File: config.mk
export PLATFORM = sky130hd
export DESIGN_NAME = i2c_start_gen
export DESIGN_NICKNAME = d
export VERILOG_FILES = /design/src/rtl/i2cs_pkg.sv /design/src/rtl/i2cs_sync.sv /design/src/rtl/i2cs_count.sv /design/src/rtl/i2cs_bus_mon.sv /design/src/rtl/i2c_start_gen.sv
export SDC_FILE = /design/constraint.sdc
export NUM_CORES = 1
export LEC_CHECK = 0
export BUFFER_PORTS_ARGS = -buffer_cell sky130_fd_sc_hd__buf_2
export CORE_MARGIN = 2
export CORE_UTILIZATION = 55
export CTS_CLUSTER_DIAMETER = 120
export DETAILED_ROUTE_END_ITERATION = 16
export PLACE_DENSITY = 0.88
export RECOVER_POWER = 25
export SLEW_MARGIN = 30
export SYNTH_ARGS = -nofsm -noshare
export SYNTH_HDL_FRONTEND = slang
export SYNTH_SLANG_ARGS = --single-unit
File: constraint.sdc
create_clock -name clk -period 2.9 [get_ports clk]
set_input_delay 0.145 -clock clk [delete_from_list [all_inputs] [get_ports clk]]
set_output_delay 0.145 -clock clk [all_outputs]
set_load 0.05 [all_outputs]
File: src/rtl/i2cs_pkg.sv
package i2cs_pkg;

    typedef enum logic [1:0] {
        ST_IDLE,
        ST_CHECK,
        ST_HOLD_HI,
        ST_HOLD_LO
    } seq_state_e;

    typedef struct packed {
        seq_state_e state;
        logic       pend;
        logic       sda_drv;
        logic       scl_drv;
        logic       coll;
    } seq_regs_t;

    typedef struct packed {
        logic prev_sda;
        logic prev_scl;
        logic seen;
        logic irq;
    } mon_regs_t;

endpackage

File: src/rtl/i2cs_sync.sv
module i2cs_sync #(
    parameter int N_LINES = 2,
    parameter int STAGES  = 2
) (
    input  logic               clk,
    input  logic               rst_n,
    input  logic [N_LINES-1:0] din,
    output logic [N_LINES-1:0] dout
);
    logic [N_LINES-1:0] stage_q [STAGES];
    logic [N_LINES-1:0] stage_d [STAGES];

    genvar s;
    generate
        for (s = 0; s < STAGES; s++) begin : g_stage
            if (s == 0) begin : g_first
                always_comb stage_d[s] = din;
            end else begin : g_next
                always_comb stage_d[s] = stage_q[s-1];
            end
            always_ff @(posedge clk or negedge rst_n) begin
                if (!rst_n) stage_q[s] <= '1;
                else        stage_q[s] <= stage_d[s];
            end
        end
    endgenerate

    assign dout = stage_q[STAGES-1];
endmodule

File: src/rtl/i2cs_count.sv
module i2cs_count #(
    parameter int W = 8
) (
    input  logic         clk,
    input  logic         rst_n,
    input  logic         load,
    input  logic         dec,
    input  logic [W-1:0] reload_val,
    output logic         zero
);
    logic [W-1:0] cnt_d, cnt_q;

    always_comb begin
        cnt_d = cnt_q;
        if (load)      cnt_d = reload_val;
        else if (dec)  cnt_d = cnt_q - 1'b1;
    end

    always_ff @(posedge clk or negedge rst_n) begin
        if (!rst_n) cnt_q <= '0;
        else        cnt_q <= cnt_d;
    end

    assign zero = (cnt_q == '0);

    AST_NO_UNDERFLOW: assert property (@(posedge clk) disable iff (!rst_n)
        (dec && !load) |-> (cnt_q != '0));
endmodule

File: src/rtl/i2cs_bus_mon.sv
module i2cs_bus_mon
    import i2cs_pkg::*;
(
    input  logic clk,
    input  logic rst_n,
    input  logic sda_s,
    input  logic scl_s,
    input  logic irq_clr,
    output logic start_seen,
    output logic start_irq
);
    mon_regs_t m_d, m_q;
    logic fall_hit, rise_hit;

    always_comb begin
        m_d          = m_q;
        fall_hit     = m_q.prev_sda && !sda_s && scl_s;
        rise_hit     = !m_q.prev_sda && sda_s && scl_s;
        m_d.prev_sda = sda_s;
        m_d.prev_scl = scl_s;
        if (fall_hit)      m_d.seen = 1'b1;
        else if (rise_hit) m_d.seen = 1'b0;
        if (fall_hit)      m_d.irq  = 1'b1;
        else if (irq_clr)  m_d.irq  = 1'b0;
    end

    always_ff @(posedge clk or negedge rst_n) begin
        if (!rst_n) m_q <= '{prev_sda: 1'b1, prev_scl: 1'b1, seen: 1'b0, irq: 1'b0};
        else        m_q <= m_d;
    end

    assign start_seen = m_q.seen;
    assign start_irq  = m_q.irq;

    AST_IRQ_NEEDS_START: assert property (@(posedge clk) disable iff (!rst_n)
        $rose(start_irq) |-> ($past(!sda_s) && $past(scl_s)));
    AST_SEEN_DROPS_ON_STOP: assert property (@(posedge clk) disable iff (!rst_n)
        $fell(start_seen) |-> ($past(sda_s) && $past(scl_s)));
endmodule

File: src/rtl/i2c_start_gen.sv
module i2c_start_gen
    import i2cs_pkg::*;
#(
    parameter int RELOAD_W    = 8,
    parameter int SYNC_STAGES = 2
) (
    input  logic                clk,
    input  logic                rst_n,
    input  logic                start_set,
    input  logic [RELOAD_W-1:0] reload,
    input  logic                sda_in,
    input  logic                scl_in,
    input  logic                irq_clr,
    input  logic                coll_clr,
    output logic                sda_oe,
    output logic                scl_oe,
    output logic                start_pend,
    output logic                start_irq,
    output logic                bus_coll,
    output logic                start_seen
);
    localparam int N_LINES = 2;
    localparam int IDX_SDA = 0;
    localparam int IDX_SCL = 1;

    logic [N_LINES-1:0] lines_raw, lines_s;
    logic sda_s, scl_s;
    logic cnt_load, cnt_dec, cnt_zero;
    logic coll_set;
    seq_regs_t r_d, r_q;

    assign lines_raw[IDX_SDA] = sda_in;
    assign lines_raw[IDX_SCL] = scl_in;

    i2cs_sync #(.N_LINES(N_LINES), .STAGES(SYNC_STAGES)) u_sync (
        .clk(clk), .rst_n(rst_n), .din(lines_raw), .dout(lines_s)
    );

    assign sda_s = lines_s[IDX_SDA];
    assign scl_s = lines_s[IDX_SCL];

    i2cs_count #(.W(RELOAD_W)) u_count (
        .clk(clk), .rst_n(rst_n), .load(cnt_load), .dec(cnt_dec),
        .reload_val(reload), .zero(cnt_zero)
    );

    i2cs_bus_mon u_mon (
        .clk(clk), .rst_n(rst_n), .sda_s(sda_s), .scl_s(scl_s),
        .irq_clr(irq_clr), .start_seen(start_seen), .start_irq(start_irq)
    );

    always_comb begin
        r_d      = r_q;
        cnt_load = 1'b0;
        cnt_dec  = 1'b0;
        coll_set = 1'b0;
        unique case (r_q.state)
            ST_IDLE: begin
                if (start_set) begin
                    r_d.state   = ST_CHECK;
                    r_d.pend    = 1'b1;
                    r_d.sda_drv = 1'b0;
                    r_d.scl_drv = 1'b0;
                end
            end
            ST_CHECK: begin
                if (!sda_s || !scl_s) begin
                    coll_set = 1'b1;
                end else begin
                    cnt_load  = 1'b1;
                    r_d.state = ST_HOLD_HI;
                end
            end
            ST_HOLD_HI: begin
                if (!sda_s || cnt_zero) begin
                    if (sda_s && !scl_s) begin
                        coll_set = 1'b1;
                    end else begin
                        r_d.sda_drv = 1'b1;
                        cnt_load    = 1'b1;
                        r_d.state   = ST_HOLD_LO;
                    end
                end else if (!scl_s) begin
                    coll_set = 1'b1;
                end else begin
                    cnt_dec = 1'b1;
                end
            end
            ST_HOLD_LO: begin
                if (cnt_zero) begin
                    r_d.scl_drv = 1'b1;
                    r_d.pend    = 1'b0;
                    r_d.state   = ST_IDLE;
                end else begin
                    cnt_dec = 1'b1;
                end
            end
            default: r_d.state = ST_IDLE;
        endcase
        if (coll_set) begin
            r_d.state   = ST_IDLE;
            r_d.pend    = 1'b0;
            r_d.sda_drv = 1'b0;
            r_d.scl_drv = 1'b0;
        end
        r_d.coll = coll_set | (r_q.coll & ~coll_clr);
    end

    always_ff @(posedge clk or negedge rst_n) begin
        if (!rst_n) r_q <= '{state: ST_IDLE, pend: 1'b0, sda_drv: 1'b0, scl_drv: 1'b0, coll: 1'b0};
        else        r_q <= r_d;
    end

    assign sda_oe     = r_q.sda_drv;
    assign scl_oe     = r_q.scl_drv;
    assign start_pend = r_q.pend;
    assign bus_coll   = r_q.coll;

    AST_ACCEPT_FROM_IDLE: assert property (@(posedge clk) disable iff (!rst_n)
        (start_set && !start_pend) |=> start_pend);
    AST_SDA_ONLY_WHEN_BUSY: assert property (@(posedge clk) disable iff (!rst_n)
        $rose(sda_oe) |-> (start_pend && $past(start_pend)));
    AST_SCL_AFTER_SDA: assert property (@(posedge clk) disable iff (!rst_n)
        scl_oe |-> sda_oe);
    AST_SCL_ENDS_REQUEST: assert property (@(posedge clk) disable iff (!rst_n)
        $rose(scl_oe) |-> (!start_pend && $past(start_pend)));
    AST_ABORT_RELEASES: assert property (@(posedge clk) disable iff (!rst_n)
        $rose(bus_coll) |-> (!start_pend && !sda_oe && !scl_oe));
endmodule

; Yosys cells after proc, flatten, opt, wreduce, memory -nomap -nowiden
; Index checks and enable logic that the tools add are counted.
[totals]
register_bits = 21
inputBits = 15
output_inout_bits = 6
wordCells = 75
[op_classes]
n_addsub = 1
eq_ne = 8
muxes = 32
n_bitwise = 3
reduce_logical = 20
[op_table]
columns = operator, n
row1 = $mux 1, 17
row2 = $mux 8, 2
row3 = $ne 3x3->1 const B, 5
row4 = $pmux 1 s2, 6
row5 = $mux 5, 2
row6 = $logic_not 8->1, 1
row7 = $pmux 2 s4, 1
row8 = $sub 8x1->8 const B, 1
row9 = $mux 2, 3
row10 = $reduce_bool 2->1, 3
row11 = $reduce_bool 3->1, 2
row12 = $logic_and 1x1->1, 5
row13 = $reduce_and 5->1, 1
row14 = $eq 2x2->1 const B, 2
row15 = $reduce_and 4->1, 1
row16 = $logic_not 1->1, 3
row17 = $mux 3, 1
row18 = $reduce_and 3->1, 1
row19 = $eq 2x1->1 const B, 1
row20 = $logic_not 2->1, 1
row21 = $logic_or 1x1->1, 2
row22 = $and 1x1->1, 1
row23 = $not 1->1, 1
row24 = $or 1x1->1, 1

; Logic depth before layout (Yosys ltp)
; Gate-level depths: netlist (run 1).
[logic_depth]
depth_word = 7
ltp_mapped = 7
ltp_nobuf = 6

; Modules after synthesis
; From an unflattened synthesis (run 1), not the netlist that was laid out.
[hier_totals]
hier_cells = 113
area_unflattened_um2 = 1133.6
[by_module_without_submodules]
columns = mod, n_inst, cells_per_inst, area_each_um2, seq_area_each_um2
row1 = i2cs_count, 1, 50, 474.2, 200.2
row2 = i2c_start_gen, 1, 50, 437.9, 150.1
row3 = i2cs_bus_mon, 1, 9, 116.4, 76.3
row4 = i2cs_sync, 1, 4, 105.1, 105.1

; Worst setup path after synthesis (run 1)
; Ideal clock, no wire load.
[synth_path]
path_type = flip-flop to flip-flop
startpoint = register r_q[4] in the netlist's numbering
endpoint = register u_count.cnt_q[4]
setup_time_ns = 0.125
t_arrival_ns = 1.902
t_required_ns = 2.775
path_slack_ns = 0.873
path_stages_with_launch = 8
n_path_buf = 1
period_less_slack_ns = 2.027
cell_sequence = dfrtp_1 -> inv_1 -> ha_1 -> clkbuf_1 -> a31oi_1 -> a2111oi_0 -> xor2_1 -> mux2_2
[synth_via]
elab_chain_len = 3
word_cells_on_any_way = 7
classes_between = eq/ne (3) / mux (3) / reduce/logical (1)
[synth_rtl]
columns = item, line
row1 = from (decl), i2c_start_gen.sv:30  ; seq_regs_t r_d, r_q;
row2 = from (signal assigned), i2c_start_gen.sv:110  ; if (!rst_n) r_q <= '{state: ST_IDLE, pend: 1'b0, sda_drv: 1'b0, scl_drv: 1'b0, coll: 1'b0};
row3 = from (signal assigned), i2c_start_gen.sv:111  ; else r_q <= r_d;
row4 = $eq 2x2->1 or $eq 2x1->1 (tied branches), i2c_start_gen.sv:57  ; unique case (r_q.state)
row5 = $pmux 1 s2, i2c_start_gen.sv:57
row6 = $mux 8 or $reduce_bool 2->1 (tied branches), -
row7 = to (signal assigned), i2cs_count.sv:21  ; else cnt_q <= cnt_d;
row8 = to (decl), i2cs_count.sv:11  ; logic [W-1:0] cnt_d, cnt_q;
; Several ways; a longest one is shown, not always the timed one.
; A chain may end at the register's enable or synchronous reset.

; Final worst setup path (run 1)
[layout_path]
startpoint = register u_count.cnt_q[0]
endpoint = register u_count.cnt_q[3]
[layout_via]
elab_chain_len = 5
word_cells_on_any_way = 11
classes_between = add/sub (1) / mux (7) / reduce/logical (3)
[layout_rtl]
columns = item
row1 = branches (longest 5 deep; another with $sub 8x1->8)
; Several ways; the timed one is not identified. The select of a mux whose other input is x is not followed.

==> results of run 1 <==
==> what timing repair did <==
action | CTS | global route
hold buffers | 3 | 1
endpoints found under the hold margin | 18 | 1
endpoints found under the setup margin | 0 | 0
==> final timing paths <==
path | from | end | slack [ns] | depth (start not counted)
max in group asynchronous | rst_n | u_mon.start_seen$_DFFE_PN0P_ | 1.67 | 2
worst min-delay path | coll_clr | bus_coll$_DFF_PN0_ | 0.01 | 2
worst max register to register | u_count.cnt_q[0]$_DFFE_PN0P_ | u_count.cnt_q[3]$_DFFE_PN0P_ | 0.62 | 6
min in group asynchronous | rst_n | u_count.cnt_q[2]$_DFFE_PN0P_ | 0.56 | 2
worst max-delay path | u_count.cnt_q[0]$_DFFE_PN0P_ | u_count.cnt_q[3]$_DFFE_PN0P_ | 0.62 | 6
worst min register to register | u_sync.stage_d[0]$_DFF_PN1_ | u_sync.dout[0]$_DFF_PN1_ | 0.36 | 0
==> synth_stat cells (all sizes together), types with 3 or more instances <==
library cell,n,area (µm²)
dfstp,5,131
nand2,6,25.0
nor2,6,22.5
o21ai,5,25.0
a21oi,7,35.0
dfrtp,16,400
ha,7,87.6
nand2b,5,31.3
nand3,4,20.0
nor3,4,20.0
inv,10,37.5
xor2,3,26.3
mux2,11,124
==> registers in the layout, summed over array words and instances, names as in the netlist <==
register / count
u_sync.stage_d: 2
u_mon.start_irq: 1
u_mon.start_seen: 1
u_count.cnt_q: 8
bus_coll: 1
scl_oe: 1
u_mon.m_q: 1
start_pend: 1
sda_oe: 1
u_sync.dout: 2
r_q: 2
==> area by class of cell <==
type	count	area, µm²
inverters	10	37.5
well taps	28	35.0
clock buffers	3	22.5
repair buffers	24	139
flip-flops and latches	21	532
multi-input cells	86	672
fillers	189	724
clock inverters	1	7.51
==> metrics by stage <==
step / total power, mW / hold WS, ns / setup WS, ns
2_1_floorplan: 1.13 / -0.151 / 0.873
3_3_place_gp: 1.27 / 0.120 / 0.692
3_5_place_dp: 1.31 / 0.130 / 0.630
4_1_cts: 1.46 / 0.00711 / 0.601
5_1_grt: 1.57 / 0.0226 / 0.400
6_report: 1.45 / 0.0144 / 0.621
==> logic make-up after synthesis <==
kind of cell             Yosys count
AO/OA/AOI/OAI                     24
XOR/XNOR                           4
adder cells (fa/ha/maj)            7
buffers and inverters             12
flip-flops                        21
multiplexers                      13
AND/OR/NAND/NOR                   38
==> critical path, stage by stage, from the launching register on <==
cell	delay, ns
dfrtp_1	0.40
inv_1	0.11
ha_1	0.16
nor3b_4	0.40
nand2_2	0.14
a311oi_4	0.56
mux2_2	0.40
==> power by group through the flow <==
stage / registers [mW] / logic (mW) / clock network [mW]
detailed placement: 0.524 / 0.783 / 0
global route: 0.536 / 0.871 / 0.166
finish: 0.519 / 0.785 / 0.149
floorplan: 0.585 / 0.550 / 0
global placement: 0.516 / 0.750 / 0
CTS: 0.518 / 0.791 / 0.154
==> metal layers <==
layer,vias to the layer above,share of wire (%),GRT usage (%)
li1,481,-,-
met1,474,43,24.0
met2,27,52,35.3
met3,4,3.6,2.59
met4,0,1.2,7.89
met5,-,0,0
==> flow_metrics.py, run 1 <==
metrics = {
    "run_status": {
        "status": "completed",
    },
    "yosys": {
        "synth_compound_area_share_pct": 13.5,
        "synth_cells": 119,
        "synth.avg_cell_area_um2": 10.5,
        "synthMuxAreaShare_pct": 11.5,
        "ys_async_sr_fraction_pct": 100,
        "synth_cell_types": 39,
        "synth-main-ff-cell": "dfrtp_1",
        "synth-xor-area-share_pct": 2.80,
        "ys_seq_elements": 21,
        "yosysWarnings": 0,
        "yosysSeqAreaShare_pct": 42.5,
        "synth_top_family_by_area": "simple AND/OR/NAND/NOR gates",
        "yosys.area_share.adder_pct": 7.01,
        "syn_area_um2": 1250,
        "synth-edff-count": 0,
        "synthesis.nets": 141,
        "synthSimpleGateAreaFrac_pct": 18.9,
    },
    "worst_setup_path": {
        "critPathMaxFanout": 10,
        "crit_arrival_ns": 2.48,
        "critical_path_class": "register to register",
        "critPathRequiredTime_ns": 3.10,
        "startpoint_type": "register",
        "cp-end-kind": "register",
    },
    "sta": {
        "slew_viol_final": 0,
        "setup_tns_ns": 0,
        "clock_skew_ns": 0.00465,
        "slew_headroom_pct": 24.4,
        "period_needed_ns": 2.28,
        "max_freq_mhz": 439,
        "finalSetupViolCount": 0,
        "timing.final.crit_share_pct": 78.6,
        "hold_viol": 0,
        "worst_slew_pin_slew_ns": 1.13,
        "rsz0062_at_grt": "false",
    },
    "cts": {
        "worstSkewPairLatency_ns": 0.31,
        "cts_buffer_depth": 2,
        "postCtsSetupBuffers": 0,
        "numCtsBuffers": 3,
        "clk_pin_slew_worst_paths_ns": 0.13,
        "cts_root_buf": "clkbuf_4",
        "clkSinkCount": 21,
        "htreeDepth": 1,
        "cts_tree": "yes",
        "cts_resized": 0,
    },
    "floorplan": {
        "io_pins": 21,
        "die_x_um": 51.7,
        "die_h_um": 51.7,
        "initial_core_util_pct": 57.6,
        "rows": 17,
        "die_area_um2": 2670,
        "core_um2": 2170,
    },
    "placement": {
        "hpwl_um": 1760,
        "dpl_cell_area_um2": 1380,
        "io_buffers": 20,
        "routabilityCongestion": 0.882,
        "place_inst": 165,
    },
    "drt": {
        "routed_wl_um": 2360,
        "first_pass_iters": 4,
        "drc": 0,
        "vias_per_cell": 5.70,
        "routedWlPerCell_um": 13.6,
        "num_vias": 986,
        "drtIter0Drc": 36,
        "antenna_left": 0,
    },
    "power": {
        "leakage_nw": 0.634,
        "p_sw_share_pct": 45.2,
        "p_int_mw": 0.796,
        "seq_power_share_pct": 35.7,
        "power.share.clock_pct": 10.3,
        "vdd_ir_drop_max_v": 0.000758,
        "switchingPower_mw": 0.658,
        "power_density_nw_per_um2": 1010,
        "combPwrFrac_pct": 54.0,
    },
    "grt": {
        "grt_pass1_wl_um": 3980,
        "grt_max_degree": 22,
        "globalRouteTotalUtil_pct": 19.8,
        "overflow": 0,
        "antenna_found_initial": 0,
        "grt_pass1_vias": 968,
    },
    "cells_and_area": {
        "num-nets-final": 168,
        "syn_to_final_growth_pct": 15.6,
        "drive_above_1_share_pct": 29.7,
        "utilization_pct": 66.6,
        "layout_common_cells": "buf_2 (19), dfrtp_1 (16), mux2_2 (11)",
        "layout_commonest_cell": "buf_2",
        "postLayoutCellArea_um2": 1450,
        "diodes": 0,
        "layout.cells.non_filler": 173,
    },
    "job": {
        "maxCapViolations": 0,
    },
    "hold_path": {
        "hold_class": "primary input to register",
    },
}
Power figures use the tool's default switching activity.
==> inputs of run 2 (changes only) <==
==> constraint.sdc (replaced) <==
create_clock -name clk -period 2.1 [get_ports clk]
set_input_delay 0.105 -clock clk [delete_from_list [all_inputs] [get_ports clk]]
set_output_delay 0.105 -clock clk [all_outputs]
set_load 0.05 [all_outputs]
==> run 2 against run 1 <==
- fmax up 17%
- clock-buffer cell count unchanged
- final area rose by 3.5%
- total power up 41%
- global-route usage is 1.2 points higher
- cell count is 3.5% higher
- via count up 1.3%
- combinational power grew 45%
- first-iteration DRC count down 69%
- critical path type unchanged
- largest cell class unchanged
==> flow_metrics.py, run 2 (synthesized netlist as in run 1, its figures left out) <==
metrics = {
    "run_status": {
        "status": "completed",
    },
    "worst_setup_path": {
        "crit_arrival_ns": 2.17,
        "r2r-start": "r_q[4]$_DFFE_PN0P_",
        "r2r-end": "u_count.cnt_q[4]$_DFFE_PN0P_",
        "reg2reg_depth": 6,
        "slowest_stage": "a2111oi_0",
        "startpoint_type": "register",
        "critPathRequiredTime_ns": 2.32,
        "critical_path_class": "register to register",
        "cp_num_buf_inv": 1,
        "critPathCapture": "u_count.cnt_q[4]$_DFFE_PN0P_",
        "path_depth": 6,
        "cp-end-kind": "register",
        "path_delay_family": "compound AO/OA/AOI/OAI gates",
        "max_stage_delay_ns": 0.50,
        "r2r_slack_ns": 0.15,
        "critPathMaxFanout": 7,
        "crit_chain": "inv_1 > ha_1 > a31oi_2 > a2111oi_0 > xor2_1 > mux2_2",
        "worstSetupStartpoint": "r_q[4]$_DFFE_PN0P_",
    },
    "sta": {
        "slew_viol_final": 0,
        "period_needed_ns": 1.95,
        "setup_tns_ns": 0,
        "clock_skew_ns": 0.00560,
        "hold_slack_ns": 0.0126,
        "timing.final.crit_share_pct": 93.0,
        "worst_slew_pin_slew_ns": 1.11,
        "slew_headroom_pct": 26.0,
        "rsz0062_at_grt": "false",
        "max_freq_mhz": 512,
        "setup_slack_ns": 0.146,
        "finalSetupViolCount": 0,
        "hold_viol": 0,
    },
    "cells_and_area": {
        "diodes": 0,
        "fill_cells": 169,
        "layout_common_cells": "buf_2 (19), dfrtp_1 (16), mux2_2 (11)",
        "drive_above_1_share_pct": 32.5,
        "layout_commonest_cell": "buf_2",
        "regMostFlops": "u_count.cnt_q",
        "largest_reg_flops": 8,
        "syn_to_final_growth_pct": 19.7,
        "layout.cells.non_filler": 179,
        "num-nets-final": 174,
    },
    "drt": {
        "routed_wl_um": 2410,
        "vias_per_cell": 5.58,
        "routedWlPerCell_um": 13.5,
        "first_pass_iters": 4,
        "num_vias": 999,
        "drc": 0,
        "antenna_left": 0,
        "drtIter0Drc": 11,
    },
    "hold_path": {
        "hold_class": "primary input to register",
    },
    "grt": {
        "globalRouteTotalUtil_pct": 21.0,
        "grt_max_degree": 22,
        "grt_pass1_vias": 1002,
        "grt_pass1_wl_um": 4110,
        "overflow": 0,
        "antenna_found_initial": 0,
    },
    "placement": {
        "pre_cts_slack_ns": 0.151,
        "routabilityCongestion": 0.897,
        "hpwl_um": 1820,
        "io_buffers": 20,
        "place_inst": 170,
    },
    "cts": {
        "cts_root_buf": "clkbuf_4",
        "clkSinkCount": 21,
        "clk_pin_slew_worst_paths_ns": 0.12,
        "cts_tree": "yes",
        "numCtsBuffers": 3,
        "htreeDepth": 1,
        "worstSkewPairLatency_ns": 0.31,
        "cts_buffer_depth": 2,
    },
    "power": {
        "power_density_nw_per_um2": 1370,
        "p_int_mw": 1.14,
        "p_sw_share_pct": 44.7,
        "power.share.clock_pct": 9.6,
        "vdd_ir_drop_max_v": 0.000720,
        "leakage_nw": 0.669,
        "seq_power_share_pct": 34.8,
        "finalPower_mw": 2.05,
        "combPwrFrac_pct": 55.6,
        "switchingPower_mw": 0.918,
    },
    "floorplan": {
        "core_um2": 2170,
        "io_pins": 21,
        "initial_core_util_pct": 57.6,
        "die_h_um": 51.7,
        "die_area_um2": 2670,
        "die_x_um": 51.7,
        "rows": 17,
    },
    "job": {
        "maxCapViolations": 0,
    },
}
==> run 2: cell count changes in the layout (fill, tap and decap cells not counted) <==
cell,change
a31oi_2,+1
a31oi_1,-1
clkinv_2,+1
clkinvlp_4,-1
dlygate4sd3_1,+1
buf_4,+5
==> run 2: power groups by stage <==
| stage | Sequential [mW] | Clock [mW] | Combinational [mW] |
|---|---|---|---|
| 2_1_floorplan | 0.807 | 0 | 0.760 |
| 3_3_place_gp | 0.711 | 0 | 1.06 |
| 3_5_place_dp | 0.720 | 0 | 1.13 |
| 4_1_cts | 0.713 | 0.209 | 1.14 |
| 5_1_grt | 0.738 | 0.219 | 1.26 |
| 6_report | 0.715 | 0.197 | 1.14 |
==> run 2: worst min-delay path by stage <==
stage / end / slack, ns / startpoint / depth (start not counted)
after floorplan: bus_coll$_DFF_PN0_ / -0.19 / rst_n / 0
after global placement: bus_coll$_DFF_PN0_ / 0.08 / rst_n / 1
after detailed placement: bus_coll$_DFF_PN0_ / 0.08 / rst_n / 1
after CTS: u_count.cnt_q[4]$_DFFE_PN0P_ / 0.0007 / reload[4] / 2
after global routing: u_count.cnt_q[4]$_DFFE_PN0P_ / 0.001 / reload[4] / 2
final: u_count.cnt_q[4]$_DFFE_PN0P_ / 0.01 / reload[4] / 2
==> run 2: area by class of cell <==
type                       instances  area (µm²)  area share (%)
timing repair buffer              30         186            12.5
inverter                          10        37.5            2.51
multi-input combinational         86         678            45.3
sequential                        21         532            35.5
tap                               28        35.0            2.34
clock buffer                       3        22.5            1.51
clock inverter                     1        5.00           0.334
==> run 2: timing repair <==
action                                  CTS  global route
hold buffers                              5             0
endpoints found under the hold margin    20             0
buffers inserted                          0             0
endpoints found under the setup margin    0             4
gates resized for setup                   0             1
==> run 2: worst register-to-register path, cell delays in order (launching register included) <==
cell       delay (ns)
dfrtp_1          0.44
inv_1            0.15
ha_1             0.20
a31oi_2          0.17
a2111oi_0        0.50
xor2_1           0.13
mux2_2           0.28
==> run 2: metrics by stage <==
step	cell area, µm²	utilization, %
6_report	1500	69.0
5_1_grt	1500	69.0
4_1_cts	1490	68.7
3_5_place_dp	1410	65.2
3_3_place_gp	1410	65.2
2_1_floorplan	1250	-
==> run 2: per-layer routing <==
layer | up-vias | global-route usage (%) | share of wire, %
met2 | 29 | 39.5 | 53
met1 | 468 | 22.8 | 41
met3 | 5 | 3.45 | 4.1
met4 | 0 | 9.21 | 2.2
li1 | 497 | - | -
met5 | - | 0 | 0
==> inputs of run 3 (changes only) <==
==> constraint.sdc (replaced) <==
create_clock -name clk -period 1.8 [get_ports clk]
set_input_delay 0.09 -clock clk [delete_from_list [all_inputs] [get_ports clk]]
set_output_delay 0.09 -clock clk [all_outputs]
set_load 0.05 [all_outputs]
==> run 3 against run 2 <==
- the flow now finishes with violations (hold timing, setup timing)
- register-to-register slack lost 0.30 ns
- critical path depth decreased by 2
- global-route usage rose by 7.9 points
- largest power group unchanged
==> flow_metrics.py, run 3 (synthesized netlist as in run 1, its figures left out) <==
metrics = {
    "run_status": {
        "status": "finished with violations",
        "violations": "hold timing, setup timing",
    },
    "sta": {
        "slew_headroom_pct": 20.3,
        "max_freq_mhz": 513,
        "period_needed_ns": 1.95,
        "hold_slack_ns": -0.0138,
        "rsz0062_at_grt": "true",
        "worst_slew_pin_slew_ns": 1.20,
        "setup_slack_ns": -0.150,
        "hold_viol": 3,
        "setup_tns_ns": -0.897,
        "finalSetupViolCount": 8,
        "clock_skew_ns": 0.0193,
        "timing.final.crit_share_pct": 108,
        "slew_viol_final": 0,
    },
    "placement": {
        "place_inst": 184,
        "io_buffers": 20,
        "dpl_cell_area_um2": 1540,
        "hpwl_um": 2140,
        "routabilityCongestion": 0.903,
    },
    "worst_setup_path": {
        "cp-end-kind": "register",
        "critPathMaxFanout": 5,
        "critPathRequiredTime_ns": 2.01,
        "crit_arrival_ns": 2.16,
        "worstSetupStartpoint": "u_count.cnt_q[3]$_DFFE_PN0P_",
        "critical_path_class": "register to register",
        "startpoint_type": "register",
        "r2r-start": "u_count.cnt_q[3]$_DFFE_PN0P_",
    },
    "floorplan": {
        "initial_core_util_pct": 57.6,
        "io_pins": 21,
        "die_area_um2": 2670,
        "die_x_um": 51.7,
        "die_h_um": 51.7,
        "rows": 17,
        "core_um2": 2170,
    },
    "cts": {
        "clkSinkCount": 21,
        "htreeDepth": 1,
        "worstSkewPairLatency_ns": 0.33,
        "cts_tree": "yes",
        "cts_buffer_depth": 2,
        "cts_root_buf": "clkbuf_4",
        "clk_pin_slew_worst_paths_ns": 0.13,
        "numCtsBuffers": 3,
    },
    "grt": {
        "grt_pass1_vias": 1203,
        "antenna_found_initial": 0,
        "overflow": 0,
        "globalRouteTotalUtil_pct": 28.9,
        "grt_max_degree": 22,
        "grt_pass1_wl_um": 5520,
    },
    "drt": {
        "first_pass_iters": 4,
        "routed_wl_um": 3880,
        "vias_per_cell": 6.16,
        "num_vias": 1245,
        "drtIter0Drc": 51,
        "antenna_left": 0,
        "routedWlPerCell_um": 19.2,
        "drc": 0,
    },
    "cells_and_area": {
        "postLayoutCellArea_um2": 1850,
        "regMostFlops": "u_count.cnt_q",
        "fill_cells": 122,
        "syn_to_final_growth_pct": 47.8,
        "diodes": 0,
        "layout.cells.non_filler": 202,
        "largest_reg_flops": 8,
        "num-nets-final": 197,
        "layout_common_cells": "buf_4 (23), buf_2 (19), dfrtp_1 (14)",
        "regArea_um2": 534,
        "drive_above_1_share_pct": 51.1,
        "multiInputGateArea_um2": 822,
        "layout_commonest_cell": "buf_4",
    },
    "hold_path": {
        "hp-start": "reload[0]",
        "hold_class": "primary input to register",
    },
    "job": {
        "maxCapViolations": 0,
    },
    "power": {
        "power_density_nw_per_um2": 1780,
        "leakage_nw": 0.824,
        "vdd_ir_drop_max_v": 0.00151,
    },
}
[run 3: cell types whose count changed in the layout (fill, tap and decap cells not counted), sizes merged]
| cell | change |
|---|---|
| buf | +21 |
| clkbuf | +1 |
| clkinv | -1 |
| dlygate4sd3 | +2 |
[run 3: what timing repair did]
item	CTS	global route
endpoints found under the hold margin	22	0
gates resized for setup	17	17
endpoints found under the setup margin	8	11
pin swaps	1	4
setup buffers	6	1
hold buffers	7	0
[run 3: cell type report]
class / count / area share, %
flip-flops and latches: 21 / 28.9
clock buffers: 4 / 1.42
repair buffers: 53 / 21.3
multi-input cells: 86 / 44.5
well taps: 28 / 1.90
inverters: 10 / 2.03
[run 3: routing by layer]
layer  wire (µm)  global-route usage [%]
met4         246                    17.1
met3         292                    7.18
met2        1950                    49.8
met1        1390                    32.0
met5           0                       0
[run 3: metrics by stage]
step           util, %  power [mW]  setup slack [ns]
2_1_floorplan        -        1.86            -0.109
6_report          85.2        3.30            -0.150
3_5_place_dp      71.1        2.45            -0.214
3_3_place_gp      71.1        2.34           -0.0498
4_1_cts           81.3        2.94           -0.0790
5_1_grt           85.2        3.47            -0.189
[run 3: path summary, 6_finish.rpt]
| check | end | slack, ns | cells after the start |
|---|---|---|---|
| max | u_count.cnt_q[5]$_DFFE_PN0P_ | -0.15 | 4 |
| min | u_count.cnt_q[0]$_DFFE_PN0P_ | -0.01 | 2 |
| max reg2reg | u_count.cnt_q[5]$_DFFE_PN0P_ | -0.15 | 4 |
| min reg2reg | u_sync.dout[0]$_DFF_PN1_ | 0.36 | 0 |
| max in group asynchronous | r_q[5]$_DFFE_PN0P_ | 0.51 | 2 |
| min in group asynchronous | u_count.cnt_q[6]$_DFFE_PN0P_ | 0.51 | 2 |
[run 3: report_power, final]
group | leakage [nW] | switching [mW] | internal (mW)
clock network | 0.0150 | 0.156 | 0.0868
logic | 0.566 | 1.10 | 1.08
registers | 0.243 | 0.231 | 0.649
[run 3: worst max-delay path, stage by stage, from the launching register on]
cell and delay, ns:
dfrtp_2 0.49, or4_4 0.57, nor3_4 0.19, mux2_4 0.31
mux2_4 0.26
